[src/rtl/ptc_pkg.sv]
package ptc_pkg;

  localparam int unsigned DATA_W = 32;
  localparam int unsigned ADDR_W = 3;

  typedef enum logic [ADDR_W-1:0] {
    REG_CTRL     = 3'd0,
    REG_INC_FRAC = 3'd1,
    REG_INC_INT  = 3'd2,
    REG_LOAD_LO  = 3'd3,
    REG_LOAD_HI  = 3'd4,
    REG_CMD      = 3'd5,
    REG_TIME_LO  = 3'd6,
    REG_TIME_HI  = 3'd7
  } reg_addr_e;

  localparam int unsigned CTRL_EN_BIT   = 0;
  localparam int unsigned CTRL_IVAL_LSB = 8;
  localparam int unsigned CMD_LOAD_BIT  = 0;
  localparam int unsigned CMD_APPLY_BIT = 1;

  // nominal per-tick increment in fixed point with 32 fractional bits
  function automatic logic [63:0] nominal_inc(input logic [63:0] ref_hz);
    logic [63:0] num;
    num = 64'd1_000_000_000 << 32;
    return num / ref_hz;
  endfunction

endpackage

[src/rtl/ptc_regs.sv]
module ptc_regs
  import ptc_pkg::*;
#(
  parameter int unsigned INT_W    = 16,
  parameter int unsigned FRAC_W   = 32,
  parameter int unsigned IVAL_W   = 4,
  parameter int unsigned HOLD_CYC = 4,
  parameter logic [INT_W+FRAC_W-1:0] RESET_INC = '0
) (
  input  logic                      clk,
  input  logic                      rst_n,
  input  logic                      wr_en,
  input  logic [ADDR_W-1:0]         wr_addr,
  input  logic [DATA_W-1:0]         wr_data,
  input  logic [ADDR_W-1:0]         rd_addr,
  output logic [DATA_W-1:0]         cfg_rdata,
  output logic                      en_o,
  output logic [IVAL_W-1:0]         ival_o,
  output logic [INT_W+FRAC_W-1:0]   active_inc_o,
  output logic [2*DATA_W-1:0]       load_val_o,
  output logic                      load_o
);

  localparam int unsigned INC_W  = INT_W + FRAC_W;
  localparam int unsigned LOCK_W = $clog2(HOLD_CYC + 1);

  logic              en_q;
  logic [IVAL_W-1:0] ival_q;
  logic [FRAC_W-1:0] stage_frac_q;
  logic [INT_W-1:0]  stage_int_q;
  logic [DATA_W-1:0] load_lo_q, load_hi_q;
  logic [INC_W-1:0]  active_q;
  logic [LOCK_W-1:0] lock_q;

  logic wr_ctrl, wr_frac, wr_int, wr_lo, wr_hi, wr_cmd;
  logic apply, locked;

  always_comb begin
    wr_ctrl = wr_en && (wr_addr == REG_CTRL);
    wr_frac = wr_en && (wr_addr == REG_INC_FRAC);
    wr_int  = wr_en && (wr_addr == REG_INC_INT);
    wr_lo   = wr_en && (wr_addr == REG_LOAD_LO);
    wr_hi   = wr_en && (wr_addr == REG_LOAD_HI);
    wr_cmd  = wr_en && (wr_addr == REG_CMD);
    apply   = wr_cmd && wr_data[CMD_APPLY_BIT];
    load_o  = wr_cmd && wr_data[CMD_LOAD_BIT];
    locked  = (lock_q != '0);
  end

  always_ff @(posedge clk or negedge rst_n) begin
    if (!rst_n) begin
      en_q         <= 1'b0;
      ival_q       <= IVAL_W'(1);
      stage_frac_q <= RESET_INC[FRAC_W-1:0];
      stage_int_q  <= RESET_INC[INC_W-1:FRAC_W];
      load_lo_q    <= '0;
      load_hi_q    <= '0;
      active_q     <= RESET_INC;
      lock_q       <= '0;
    end else begin
      if (wr_ctrl) begin
        en_q   <= wr_data[CTRL_EN_BIT];
        ival_q <= wr_data[CTRL_IVAL_LSB +: IVAL_W];
      end
      if (wr_frac && !locked) stage_frac_q <= wr_data[FRAC_W-1:0];
      if (wr_int && !locked)  stage_int_q  <= wr_data[INT_W-1:0];
      if (wr_lo) load_lo_q <= wr_data;
      if (wr_hi) load_hi_q <= wr_data;
      if (apply) begin
        active_q <= {stage_int_q, stage_frac_q};
        lock_q   <= LOCK_W'(HOLD_CYC);
      end else if (locked) begin
        lock_q <= lock_q - 1'b1;
      end
    end
  end

  always_comb begin
    cfg_rdata = '0;
    case (rd_addr)
      REG_CTRL: begin
        cfg_rdata[CTRL_EN_BIT]               = en_q;
        cfg_rdata[CTRL_IVAL_LSB +: IVAL_W]   = ival_q;
      end
      REG_INC_FRAC: cfg_rdata[FRAC_W-1:0] = stage_frac_q;
      REG_INC_INT:  cfg_rdata[INT_W-1:0]  = stage_int_q;
      REG_LOAD_LO:  cfg_rdata = load_lo_q;
      REG_LOAD_HI:  cfg_rdata = load_hi_q;
      default:      cfg_rdata = '0;
    endcase
  end

  assign en_o         = en_q;
  assign ival_o       = ival_q;
  assign active_inc_o = active_q;
  assign load_val_o   = {load_hi_q, load_lo_q};


  stage_lock_chk: assert property (@(posedge clk) disable iff (!rst_n)
    (wr_en && wr_addr == REG_INC_FRAC && lock_q != '0) |=> $stable(stage_frac_q));


  apply_copy_chk: assert property (@(posedge clk) disable iff (!rst_n)
    (wr_en && wr_addr == REG_CMD && wr_data[CMD_APPLY_BIT])
      |=> active_q == $past({stage_int_q, stage_frac_q}));

endmodule

[src/rtl/ptc_tickgen.sv]
module ptc_tickgen #(
  parameter int unsigned IVAL_W = 4
) (
  input  logic              clk,
  input  logic              rst_n,
  input  logic              en_i,
  input  logic [IVAL_W-1:0] ival_i,
  output logic              tick_o
);

  logic [IVAL_W-1:0] div_q;
  logic              every_cycle;

  always_comb begin
    every_cycle = (ival_i <= IVAL_W'(1));
    tick_o      = en_i && (every_cycle || (div_q == ival_i - IVAL_W'(1)));
  end

  always_ff @(posedge clk or negedge rst_n) begin
    if (!rst_n)       div_q <= '0;
    else if (!en_i)   div_q <= '0;
    else if (tick_o)  div_q <= '0;
    else              div_q <= div_q + 1'b1;
  end


  every_cycle_chk: assert property (@(posedge clk) disable iff (!rst_n)
    (en_i && ival_i <= IVAL_W'(1)) |-> tick_o);


  no_tick_off_chk: assert property (@(posedge clk) disable iff (!rst_n)
    !en_i |-> !tick_o);


  div_range_chk: assert property (@(posedge clk) disable iff (!rst_n)
    (en_i && ival_i > IVAL_W'(1)) |-> div_q < ival_i);

endmodule

[src/rtl/ptc_accum.sv]
module ptc_accum #(
  parameter int unsigned INT_W  = 16,
  parameter int unsigned FRAC_W = 32,
  parameter int unsigned NS_W   = 64
) (
  input  logic                    clk,
  input  logic                    rst_n,
  input  logic                    tick_i,
  input  logic                    load_i,
  input  logic [NS_W-1:0]         load_val_i,
  input  logic [INT_W+FRAC_W-1:0] inc_i,
  output logic [NS_W-1:0]         ns_o
);

  localparam int unsigned INC_W = INT_W + FRAC_W;
  localparam int unsigned ACC_W = NS_W + FRAC_W;

  logic [ACC_W-1:0] acc_q;
  logic [ACC_W-1:0] inc_ext;

  assign inc_ext = {{(ACC_W-INC_W){1'b0}}, inc_i};
  assign ns_o    = acc_q[ACC_W-1 -: NS_W];

  always_ff @(posedge clk or negedge rst_n) begin
    if (!rst_n)      acc_q <= '0;
    else if (load_i) acc_q <= {load_val_i, {FRAC_W{1'b0}}};
    else if (tick_i) acc_q <= acc_q + inc_ext;
  end

  logic [NS_W-1:0] inc_whole;
  assign inc_whole = {{(NS_W-INT_W){1'b0}}, inc_i[INC_W-1:FRAC_W]};


  hold_when_idle_chk: assert property (@(posedge clk) disable iff (!rst_n)
    (!tick_i && !load_i) |=> $stable(ns_o));


  step_size_chk: assert property (@(posedge clk) disable iff (!rst_n)
    (tick_i && !load_i) |=> ((ns_o - $past(ns_o)) == $past(inc_whole)) ||
                            ((ns_o - $past(ns_o)) == $past(inc_whole) + 1'b1));


  load_value_chk: assert property (@(posedge clk) disable iff (!rst_n)
    load_i |=> (ns_o == $past(load_val_i)) && (acc_q[FRAC_W-1:0] == '0));

endmodule

[src/rtl/ptc_readback.sv]
module ptc_readback
  import ptc_pkg::*;
#(
  parameter int unsigned NS_W = 64
) (
  input  logic              clk,
  input  logic              rst_n,
  input  logic              rd_en,
  input  logic [ADDR_W-1:0] rd_addr,
  input  logic [DATA_W-1:0] cfg_rdata,
  input  logic [NS_W-1:0]   ns_i,
  output logic [DATA_W-1:0] rd_data
);

  logic [DATA_W-1:0] snap_q;
  logic [DATA_W-1:0] rd_q;
  logic [DATA_W-1:0] rd_next;

  always_comb begin
    case (rd_addr)
      REG_TIME_LO: rd_next = ns_i[DATA_W-1:0];
      REG_TIME_HI: rd_next = snap_q;
      default:     rd_next = cfg_rdata;
    endcase
  end

  always_ff @(posedge clk or negedge rst_n) begin
    if (!rst_n) begin
      snap_q <= '0;
      rd_q   <= '0;
    end else if (rd_en) begin
      rd_q <= rd_next;
      if (rd_addr == REG_TIME_LO) snap_q <= ns_i[NS_W-1:DATA_W];
    end
  end

  assign rd_data = rd_q;


  lo_word_chk: assert property (@(posedge clk) disable iff (!rst_n)
    (rd_en && rd_addr == REG_TIME_LO) |=> rd_data == $past(ns_i[DATA_W-1:0]));


  snap_hold_chk: assert property (@(posedge clk) disable iff (!rst_n)
    !(rd_en && rd_addr == REG_TIME_LO) |=> $stable(snap_q));

endmodule

[src/rtl/ptc_timer.sv]
module ptc_timer
  import ptc_pkg::*;
#(
  parameter logic [63:0] REF_HZ   = 64'd600_000_000,
  parameter int unsigned INT_W    = 16,
  parameter int unsigned FRAC_W   = 32,
  parameter int unsigned TS_W     = 40,
  parameter int unsigned IVAL_W   = 4,
  parameter int unsigned HOLD_CYC = 4
) (
  input  logic              clk,
  input  logic              rst_n,
  input  logic              wr_en,
  input  logic [2:0]        wr_addr,
  input  logic [31:0]       wr_data,
  input  logic              rd_en,
  input  logic [2:0]        rd_addr,
  output logic [31:0]       rd_data,
  output logic [TS_W-1:0]   ts_out
);

  localparam int unsigned NS_W  = 2 * DATA_W;
  localparam int unsigned INC_W = INT_W + FRAC_W;
  localparam logic [63:0] NOM64 = nominal_inc(REF_HZ);
  localparam logic [INC_W-1:0] NOMINAL = NOM64[INC_W-1:0];

  logic              en;
  logic [IVAL_W-1:0] ival;
  logic [INC_W-1:0]  active_inc;
  logic [NS_W-1:0]   load_val;
  logic              load;
  logic              tick;
  logic [NS_W-1:0]   ns;
  logic [DATA_W-1:0] cfg_rdata;

  ptc_regs #(
    .INT_W(INT_W), .FRAC_W(FRAC_W), .IVAL_W(IVAL_W),
    .HOLD_CYC(HOLD_CYC), .RESET_INC(NOMINAL)
  ) u_regs (
    .clk(clk), .rst_n(rst_n),
    .wr_en(wr_en), .wr_addr(wr_addr), .wr_data(wr_data),
    .rd_addr(rd_addr), .cfg_rdata(cfg_rdata),
    .en_o(en), .ival_o(ival), .active_inc_o(active_inc),
    .load_val_o(load_val), .load_o(load)
  );

  ptc_tickgen #(.IVAL_W(IVAL_W)) u_tick (
    .clk(clk), .rst_n(rst_n), .en_i(en), .ival_i(ival), .tick_o(tick)
  );

  ptc_accum #(.INT_W(INT_W), .FRAC_W(FRAC_W), .NS_W(NS_W)) u_accum (
    .clk(clk), .rst_n(rst_n), .tick_i(tick), .load_i(load),
    .load_val_i(load_val), .inc_i(active_inc), .ns_o(ns)
  );

  ptc_readback #(.NS_W(NS_W)) u_rb (
    .clk(clk), .rst_n(rst_n), .rd_en(rd_en), .rd_addr(rd_addr),
    .cfg_rdata(cfg_rdata), .ns_i(ns), .rd_data(rd_data)
  );

  assign ts_out = ns[TS_W-1:0];

endmodule

[config.mk]
export PLATFORM = sky130hd
export DESIGN_NAME = ptc_timer
export DESIGN_NICKNAME = d
export VERILOG_FILES = /design/src/rtl/ptc_pkg.sv /design/src/rtl/ptc_regs.sv /design/src/rtl/ptc_tickgen.sv /design/src/rtl/ptc_accum.sv /design/src/rtl/ptc_readback.sv /design/src/rtl/ptc_timer.sv
export SDC_FILE = /design/constraint.sdc
export NUM_CORES = 1
export LEC_CHECK = 0
export BUFFER_PORTS_ARGS = -buffer_cell sky130_fd_sc_hd__buf_4
export CORE_MARGIN = 4
export CORE_UTILIZATION = 56
export DETAILED_ROUTE_END_ITERATION = 10
export GPL_TIMING_DRIVEN = 0
export PLACE_DENSITY = 0.77
export SLEW_MARGIN = 15
export SYNTH_ARGS = -nofsm -noshare
export SYNTH_HDL_FRONTEND = slang
export SYNTH_SLANG_ARGS = --single-unit
[constraint.sdc]
create_clock -name clk -period 2.9 [get_ports clk]
set_input_delay 0.29 -clock clk [delete_from_list [all_inputs] [get_ports clk]]
set_output_delay 0.29 -clock clk [all_outputs]
set_load 0.02 [all_outputs]
==> out/qor.yml <==
swShare_pct: 36.71
cts_root_buffer: "clkbuf_16"
antenna_cells: 0
whs_path_depth: 2
critPathCaptureType: "flop"
coreArea_sq_um: 31640
avgViaCountPerCell: 6.481
synth_most_common_cell: "dfrtp_1"
num-nets-final: 2046
rr_endpoint: "u_accum.acc_q[76]$_DFFE_PN0P_"
hold_slack_ps: 10.99
drtIter0Drc: 1672
dieHeight_um: 187.3
drive_above_1_share_pct: 35.07
postPlaceCellArea_sq_um: 19440
clkTransAtPathRegs_ps: 70
max_freq_ghz: 0.2735
grt_overflow: 0
ys_warn_count: 0
syn_area_per_cell_sq_um: 10.51
grt_pass1_wl_mm: 88.93
clock_sinks: 332
floorplan.rows: 65
routed_wl_mm: 58.65
die_x_um: 187.3
clock_latency_ps: 560
hold_start: "wr_data[29]"
crit_arrival_ps: 4060
routabilityCongestion: 0.9729
p_sw_uw: 7183
ant_nets: 0
drv_slew: 0
ys_dominant_reg_cell: "dfrtp_1"
synth-seq-cells: 332
violations: "negative setup slack"
ys_async_sr_fraction_pct: 100.0
layout_worst_path_cycle_share_pct: 126.1
p_seq_share_pct: 38.9
drc_errors: 0
synthesis.area_sq_um: 18000
clockBufferDepth: 3
initial_core_util_pct: 56.89
grt_max_degree: 109
maxCapViolations: 0
p_int_uw: 12380
period_needed_ps: 3656
synth_area_leaders: "dfrtp_1, mux2_2, dfstp_2, a21oi_1, ha_1"
grt_pass1_vias: 15370
ir_drop_uv: 499.4
syn_nets: 1808
dr_total_vias: 15430
dp_hpwl_mm: 40.06
crit_type: "flop to flop"
cts_max_level: 2
cp-start-kind: "flop"
tightest_slew_ps: 965.4
syn_inst: 1712
post-synth-top-area-cell: "dfrtp_1"
path_max_fanout: 5
syn2layout_area_growth_pct: 23.86
cts_tree: "done"
final_area_sq_um: 22290
synth_top_area_share_pct: 41.30
grt_util_all_layers_pct: 32.14
synth.distinct_cells: 69
status: "complete, but fails checks"
setup_viol: 70
rr_worst_depth: 14
reg2reg_slack_ps: -760
rsz0062_at_grt: "yes"
skew_ps: 31.98
die_area_sq_um: 35070
synth_common_cells: "dfrtp_1, mux2_2, nand2_1"
place_ws_ps: -1264
holdPathEnd: "u_regs.load_lo_q[29]$_DFFE_PN0P_"
final_hold_viol_count: 0
leakage_uw: 0.009985
p_comb_share_pct: 36.0
hold_path.class: "input port to flop"
port_buffers: 111
ys_seq_area_share_pct: 46.41
routedWlPerCell_um: 24.63
required_ps: 3310
power_frac_clock_pct: 25.0
maxSlewHeadroom_pct: 35.15
fin_ws_ps: -756.3
p_per_area_nw_per_um2: 877.7
drtPass1Iterations: 8
antenna_found_initial: 0
ios: 114
worstReg2RegStart: "u_regs.active_inc_o[1]$_DFFE_PN1P_"
synth_edf_count: 0
numCtsBuffers: 37
==> metrics by stage <==
stage / total power [uW] / util (%) / setup TNS (ps) / std cells
after floorplan: 11520 / - / -3095 / 1712
after global placement: 13470 / 61.18 / -496030 / 2225
after detailed placement: 13700 / 61.46 / -62790 / 2228
after CTS: 19060 / 68.76 / -20370 / 2362
after global routing: 20440 / 70.46 / -44150 / 2381
final: 19570 / 70.46 / -35900 / 2381
==> logic make-up (layout without fill, tap and decap cells) <==
kind of cell / count (synthesis) / count (layout) / share of synthesized area (%)
AO/OA/AOI/OAI: 392 / 392 / 14.32
XOR/XNOR: 93 / 93 / 4.526
adder cells (fa/ha/maj): 54 / 54 / 3.796
buffers and inverters: 153 / 420 / 4.150
flip-flops: 332 / 332 / 46.41
multiplexers: 247 / 247 / 15.34
AND/OR/NAND/NOR: 441 / 441 / 11.46
==> worst max-delay path, cell delays in order (launching register included) <==
cell       delay [ps]
dfstp_2           540
inv_2              40
fa_2              380
and2b_1           220
o211ai_1          230
a2111oi_4         520
o2111ai_2         250
a21oi_4           290
o21ai_4           100
a21oi_4           220
buf_12            160
buf_8             130
nand4_1           100
xor2_1            220
o21ai_1           110
==> repair_timing <==
| item | CTS | global route |
|---|---|---|
| cloned | 1 | 1 |
| endpoints found under the setup margin | 96 | 95 |
| pin swaps | 49 | 75 |
| hold buffers | 13 | 0 |
| endpoints found under the hold margin | 71 | 0 |
| gates resized for setup | 124 | 106 |
| buffers inserted | 52 | 23 |
==> routing by layer <==
layer / global-route usage (%) / wire [um]
met1: 43.35 / 23660
met2: 49.10 / 26020
met3: 7.857 / 5437
met4: 15.36 / 3526
met5: 0 / 0
==> flip-flops by register name (all words and copies together), names as in the netlist <==
register / cells
u_accum.acc_q: 96
u_regs.active_inc_o: 48
u_rb.rd_data: 32
u_rb.snap_q: 32
u_regs.load_hi_q: 32
u_regs.load_lo_q: 32
u_regs.stage_frac_q: 32
u_regs.stage_int_q: 16
u_regs.ival_o: 4
u_tick.div_q: 4
u_regs.lock_q: 3
u_regs.en_o: 1
==> how the worst max path moves through the flow <==
| stage | from | end | slack [ps] | depth (start not counted) |
|---|---|---|---|---|
| 5_1_grt | u_regs.active_inc_o[1]$_DFFE_PN1P_ | u_accum.acc_q[76]$_DFFE_PN0P_ | -890 | 14 |
| 3_3_place_gp | rst_n | u_regs.load_hi_q[24]$_DFFE_PN0P_ | -1460 | 1 |
| 2_1_floorplan | u_regs.active_inc_o[1]$_DFFE_PN1P_ | u_accum.acc_q[94]$_DFFE_PN0P_ | -160 | 12 |
| 6_report | u_regs.active_inc_o[1]$_DFFE_PN1P_ | u_accum.acc_q[76]$_DFFE_PN0P_ | -760 | 14 |
| 4_1_cts | u_regs.active_inc_o[1]$_DFFE_PN1P_ | u_accum.acc_q[76]$_DFFE_PN0P_ | -530 | 14 |
| 3_5_place_dp | u_regs.active_inc_o[1]$_DFFE_PN1P_ | u_accum.acc_q[82]$_DFFE_PN0P_ | -1260 | 13 |
==> power groups by stage <==
stage / Sequential (uW) / Clock [uW] / Combinational [uW]
4_1_cts: 7530 / 4900 / 6630
3_5_place_dp: 7590 / 0 / 6110
5_1_grt: 7730 / 5100 / 7610
6_report: 7620 / 4900 / 7050
2_1_floorplan: 7040 / 0 / 4480
3_3_place_gp: 7530 / 0 / 5940
==> layout make-up <==
cell class	count	area, sq um
Buffer	135	774.5
Sequential cell	332	8353
Fill cell	2178	9345
Timing Repair Buffer	199	1754
Inverter	18	67.56
Tap cell	402	503.0
Clock inverter	17	219.0
Clock buffer	51	1030
Multi-Input combinational cell	1227	9590
==> cells in the final DEF, fill, tap and decap left out, types with 7 or more instances in the layout <==
cell type | synthesis | layout
and3_1 | 27 | 27
mux2i_1 | 16 | 16
clkbuf_1 | 71 | 74
buf_6 | 0 | 28
a222oi_1 | 16 | 16
a221oi_1 | 9 | 8
nand4_1 | 36 | 36
o21ai_1 | 8 | 31
xnor2_2 | 0 | 9
a22o_1 | 23 | 23
o21ai_0 | 69 | 40
xor2_1 | 55 | 52
nand2_2 | 1 | 7
a21oi_2 | 1 | 15
nand2_1 | 160 | 150
clkbuf_16 | 0 | 39
inv_1 | 18 | 16
a22oi_1 | 11 | 11
buf_4 | 42 | 200
a31oi_1 | 15 | 10
nand3_2 | 1 | 7
xnor2_1 | 38 | 29
a21oi_1 | 149 | 130
ha_1 | 53 | 43
buf_1 | 10 | 7
dfstp_2 | 35 | 35
clkinv_2 | 0 | 8
o21bai_1 | 7 | 7
dfrtp_1 | 297 | 296
mux2_2 | 231 | 230
dlygate4sd3_1 | 0 | 13
nor2_1 | 108 | 102
and4_1 | 9 | 7
a21o_1 | 26 | 26
nand3_1 | 42 | 33
nor3_1 | 15 | 15
nor2b_1 | 9 | 8
No activity file was read; power rests on OpenSTA's default activity.
